[src/rtl/seq6_jk_counter.sv]
module jk_stage (
  input  logic clk,
  input  logic j,
  input  logic k,
  output logic q
);
  always_ff @(posedge clk) begin
    case ({j, k})
      2'b00: q <= q;
      2'b01: q <= 1'b0;
      2'b10: q <= 1'b1;
      default: q <= ~q;
    endcase
  end
endmodule

module seq6_jk_counter (
  input  logic       clk,
  input  logic       rst,
  input  logic       cnt_en,
  input  logic       ld_en,
  input  logic [2:0] ld_val,
  output logic [2:0] q_o,
  output logic       wrap_o
);
  logic [2:0] q, j, k, j_seq, k_seq;

  // Excitation: A: J=K=B ; B: J=C, K=1 ; C: J=~B, K=1
  assign j_seq = {q[1], q[0], ~q[1]};
  assign k_seq = {q[1], 1'b1, 1'b1};

  always_comb begin
    if (rst) begin
      j = 3'b000; k = 3'b111;
    end else if (ld_en) begin
      j = ld_val; k = ~ld_val;
    end else if (cnt_en) begin
      j = j_seq;  k = k_seq;
    end else begin
      j = 3'b000; k = 3'b000;
    end
  end

  for (genvar s = 0; s < 3; s++) begin : g_stage
    jk_stage u_ff (.clk(clk), .j(j[s]), .k(k[s]), .q(q[s]));
  end

  assign q_o    = q;
  assign wrap_o = cnt_en & ~rst & ~ld_en & (q == 3'b110);
endmodule

[config.mk]
export PLATFORM = sky130hd
export DESIGN_NAME = seq6_jk_counter
export DESIGN_NICKNAME = d
export VERILOG_FILES = /design/src/rtl/seq6_jk_counter.sv
export SDC_FILE = /design/constraint.sdc
export NUM_CORES = 1
export LEC_CHECK = 0
export BUFFER_PORTS_ARGS = -buffer_cell sky130_fd_sc_hd__buf_2
export CORE_AREA = 5 5 42 44
export CTS_CLUSTER_DIAMETER = 60
export DETAILED_ROUTE_END_ITERATION = 10
export DIE_AREA = 0 0 47 49
export PLACE_DENSITY = 0.45
export SYNTH_ARGS = -nofsm -noshare
export SYNTH_HDL_FRONTEND = slang
export SYNTH_HIERARCHICAL = 1
export SYNTH_SLANG_ARGS = --single-unit
export TNS_END_PERCENT = 10
[constraint.sdc]
create_clock -name clk -period 2.1 [get_ports clk]
set_clock_uncertainty 0.1 [all_clocks]
set_input_delay 0.21 -clock clk [delete_from_list [all_inputs] [get_ports clk]]
set_output_delay 0.21 -clock clk [all_outputs]
set_load 0.01 [all_outputs]
* After elaboration in Yosys (flattened, before gate mapping) *
Cells that the tools add are included.

cells by class
  add/subtract/negate cells = 0
  $mul = 0
  divide/modulo/power cells = 0
  magnitude comparators = 0
  equal/unequal tests = 7
  shift-type cells = 0
  multiplexer cells = 9
  bitwise gates (word level) = 9
  reductions and logical operators = 3

operator list
  cell                  number
  $mux W3               6
  $pmux W1 S3           3
  $eq A2 B1 Y1 const B  3
  $eq A2 B2 Y1 const B  3
  $logic_not A2 Y1      3
  $not A1 Y1            5
  $and A1 B1 Y1         3
  $eq A3 B3 Y1 const B  1
  $not A3 Y3            1

storage, ports and cells
  bits in registers = 3
  bits in latches = 0
  memory bits (writable) = 0
  ROM bits = 0
  bits of input ports = 7
  logic and storage cells = 31
  memories = 0

* Depth between registers and ports, before layout *
  depth after elaboration = 6
  depth in mapped cells = 6
  depth with buffers taken out = 6

* Hierarchy *
The synthesis kept the hierarchy.

modules (own cells, without submodules)
  module           instances  cells each  area each (um^2)
  jk_stage         3          8           80.1
  seq6_jk_counter  1          15          101.3

* Worst setup path after synthesis *
No wires, ideal clock.

  path kind = register to register
  start = register g_stage[1].u_ff.q
  end = register g_stage[0].u_ff.q (data pin)
  library setup time = 0.265 ns
  arrival = 1.439 ns
  data required time = 1.735 ns
  setup slack = 0.296 ns
  cell stages (with the launch flop) = 6
  path buffers = 0
  period minus slack after synthesis = 1.804 ns
  cell sequence = edfxtp_1 > or3b_1 > a21oi_1 > inv_1 > ha_1 > mux2i_1

on the way
  longest elaborated chain between the ends = 6

ends and longest elaborated chain
  what                                        line  text
  start, declared                             5     output logic q
  start signal, assigned                      9     2'b00: q <= q;
  start signal, assigned                      12    default: q <= ~q;
  $not A1 Y1 (*)                              29    assign j_seq = {q[1], q[0], ~q[1]};
  $mux W3 (*)                                 37    end else if (cnt_en) begin
  $mux W3 (*)                                 35    end else if (ld_en) begin
  $mux W3 (*)                                 33    if (rst) begin
  net j[0]                                    26    logic [2:0] q, j, k, j_seq, k_seq;
  $eq A2 B2 Y1, or another cell as far along  8     case ({j, k})
  $pmux W1 S3 (*)                             8
  end signal, assigned                        9
  end signal, assigned                        12
  end, declared                               5

Mark *: on every way through the listed nets, which the timed path passes. The rest lies on a longest branch.
A chain may end at the register's enable or synchronous reset.

* Worst setup path after layout *
Same ends and word-level chain as after synthesis.

==> results <==
- The run finished with clean final reports.
- The first global-routing pass estimated 1.12 mm of wire.
- The data arrival time of the critical path is 1690 ps.
- The number of standard cells in the layout, taps in and fillers out is 69.
- Yosys attributes the largest share of cell area to sky130_fd_sc_hd__edfxtp_1 26%, sky130_fd_sc_hd__ha_1 22%, sky130_fd_sc_hd__inv_1 13%.
- The H-tree depth is 1.
- In the final routed layout, each cell accounts on average for 9.16 µm.
- The overall die area is 2300 µm².
- The via count of the first global-routing pass is 297.
- The sequential cells in the finished layout cover a total of 90.1 µm².
- Clock-pin slew was measured on the worst setup and hold paths at 40 ps.
- The worst setup path is of the register to register kind.
- The maximum clock rate is 550 MHz.
- The placeable core region is 1400 µm².
- The number of distinct library cell variants in the gate-level netlist after synthesis is 12.
- After synthesis the netlist holds a flip-flop and latch count of 3.
- The cell count of the worst hold path is 1.
- The critical path crosses 5 cells after its start point.
- Walking the worst path, the cells encountered are or3b_1 > a21oi_1 > inv_1 > ha_1 > mux2i_1.
- The setup-violating endpoint count in the final report is 0.
- The area of all placed cells without fillers is 438 µm².
- The sort of element at the end of the critical path is a register.
- Including well taps, the total number of placed cells is 65.
- The largest vdd supply drop is 0.166 mV.
- The design draws 0.253 mW.
- The path class of the tightest hold or removal check is register to register.
- The cell area reported after detailed placement is 412 µm².
- The share of layout cells above drive strength 1 is 0.283.
- The critical path startpoint category is a register.
- The worst max-slew margin expressed relative to the limit is 0.864.
- The sequential fraction of design power is 0.358.
- Dividing total power by cell area gives a power density of 578 nW/µm².
- The number of buffers inserted by post-CTS setup repair is 0.
- The internal portion of the total power is 0.184 mW.
- The post-synthesis instance area is 342 µm².
- In this run, post-CTS repair resized a total of 0 instances.
- The critical path's slowest cell is sky130_fd_sc_hd__edfxtp_1.
- The growth of design area from synthesis to finish is 28.2%.
- The cell count after synthesis came out at 39.
- The total count of hold-check failures in the final report is 0.
- The endpoint of the worst hold path is g_stage[2].u_ff/q.
- The share of the Yosys chip area taken by registers is 0.264.
- The clock reaches the later pin of the worst-skew pair after 230 ps.
- The detailed-routing iteration count for the pre-antenna-repair pass is 3.
- The largest stage delay on the critical path is 420 ps.
- STA puts the critical path data required time at 1970 ps.
- The clock tree root buffer cell is sky130_fd_sc_hd__clkbuf_4.
- Summed over all layers, the global routing overflow is 0.
- The vertical die dimension is 49 µm.
- Subtracting the final worst setup slack from the clock period gives 1820 ps.
- The initial utilization of the core area, before any placement, comes to 0.244.
- The cell family with the largest share of critical-path delay is flip-flops.
- For this run, the total global-route usage over all layers was measured as 0.0655.
- The launching point of the worst reg2reg path is g_stage[1].u_ff/q.
- The multi-input combinational cell area is 206 µm².
- Setup repair after global routing left no endpoint under its margin.
- The area share of the leading cell type in the synthesized netlist is 0.264.
- The average via count per standard cell is 4.20.
- Wires add up to 632 µm.
- The launch point of the worst hold path is g_stage[2].u_ff/q.
- For flop-to-flop paths, the worst setup slack is 280 ps.
- In this run the core area contains 14 standard-cell rows.
- After routing, the total negative slack on setup checks comes to 0 ps.
- The part of the total power dissipated in the clock network is 0.386.
- After detailed routing, the number of remaining DRC violations is 0.
- The cell taking the most area after synthesis is sky130_fd_sc_hd__edfxtp_1.
- From left edge to right edge, the die measures 47 µm.
- The register with the most flip-flops in the layout has 3 of them.
- The count of maximum capacitance violations is 0.
- The layout has 158 filler cells.
- The switching power as a share of total power is 0.274.
- The HPWL after detailed placement is 569 µm.
- Counting every net in the synthesized netlist gives 52.
- The largest buffer count on any clock path is 2.
- The overall via count from detail_route is 290.
- For this run, the number of Yosys warnings is 6.
- The number of cells on the worst reg-to-reg path is 5.
- The clock buffer count from CTS is 3.
- In the finished design, the share of the clock period the worst path needs comes to 0.866.
- The register with the most flip-flops is g_stage.u_ff/q.
- Counting every sink on the clock net gives 3.
- Averaged over all synthesized cells, the footprint is 8.76 µm².
- The net count of the finished layout is 67.
- Buffers placed on the I/O ports in this run total 10.
- At the end of routability-driven placement, the weighted congestion stood at 0.664.
- The number of DRC markers after the initial detailed-route iteration is 3.
- The antenna violation net count after detailed routing is 0.
- The CTS tree is done.
- Counting both buffers and inverters, the worst setup path holds a total of 1.
- In the final layout, the registers with the most flip-flops are g_stage.u_ff/q: 3 flops.
- The number of buffers inserted by hold repair at cts is 0.
- Entering global routing, the biggest net connects 9 pins.
- Summed over all cells, the static leakage comes to 0.237 nW.
- For this design the total switching power over the nets is 0.0695 mW.
- The worst-margin pin slew is 203 ps.
- The initial antenna violation count is 0.
- 11 I/O pins were placed.
- The capture point of the worst reg-to-reg path is g_stage[0].u_ff/q.
- The combinational fraction of design power is 0.256.
- 0 antenna diodes ended up in the layout.
- The number of pins with negative max-slew slack in the final report is 0.
- In this run the worst path has a maximum fanout of 4.
how the worst max path moves through the flow:
stage                 startpoint                end  slack (ps)
4_1_cts        g_stage[1].u_ff/q  g_stage[0].u_ff/q         270
5_1_grt        g_stage[1].u_ff/q  g_stage[0].u_ff/q         210
3_5_place_dp   g_stage[1].u_ff/q  g_stage[0].u_ff/q         270
2_1_floorplan  g_stage[1].u_ff/q  g_stage[0].u_ff/q         300
6_report       g_stage[1].u_ff/q  g_stage[0].u_ff/q         280
3_3_place_gp   g_stage[1].u_ff/q  g_stage[0].u_ff/q         310
power by group through the flow:
stage          Clock (mW)  Combinational [mW]  Sequential [mW]
3_3_place_gp            0              0.0665           0.0909
2_1_floorplan           0              0.0357           0.0951
6_report           0.0977              0.0649           0.0908
3_5_place_dp            0              0.0662           0.0920
4_1_cts             0.102              0.0665           0.0914
5_1_grt             0.109              0.0730           0.0933
cell usage after synthesis (all sizes together):
master / instances
a21oi: 3
a21o: 2
mux2i: 3
nor4b: 1
inv: 12
ha: 6
or2b: 1
or3b: 1
or2: 1
nand2: 3
edfxtp: 3
nand3b: 3
layer usage:
metal  global-route usage  up-vias  wire length (µm)
met1               0.0901      129               326
met2               0.0814        7               277
met3               0.0148        0                28
li1                     -      154                 -
met5                    0        -                 0
met4               0.0553        0                 0
placed cells by master, fill, tap and decap left out, drive strengths merged:
cell type	count
or2	1
nor4b	1
a21oi	3
a21o	2
ha	6
edfxtp	3
mux2i	3
inv	12
nand3b	3
buf	10
or2b	1
nand2	3
or3b	1
clkbuf	4
area by class of cell:
| type | count | share of cell area |
|---|---|---|
| Tap cell | 16 | 0.0457 |
| Multi-Input combinational cell | 24 | 0.471 |
| Timing Repair Buffer | 10 | 0.114 |
| Inverter | 12 | 0.103 |
| Sequential cell | 3 | 0.206 |
| Clock buffer | 4 | 0.0600 |
cell families after synthesis:
logic type                 after synthesis  share of synthesized area
buffers and inverters                   12                      0.132
and+or+nand+nor                         10                      0.209
adders and majority gates                6                      0.220
AOI/OAI and AO/OA                        5                     0.0879
muxes                                    3                     0.0879
DFF                                      3                      0.264
stage by stage:
stage	utilization	setup WS, ps	hold WS, ps
after floorplan	-	296	354
after global placement	0.294	311	489
after detailed placement	0.294	273	498
after CTS	0.313	273	503
after global routing	0.313	208	521
final	0.313	280	493
No activity file was read; power rests on OpenSTA's default activity.
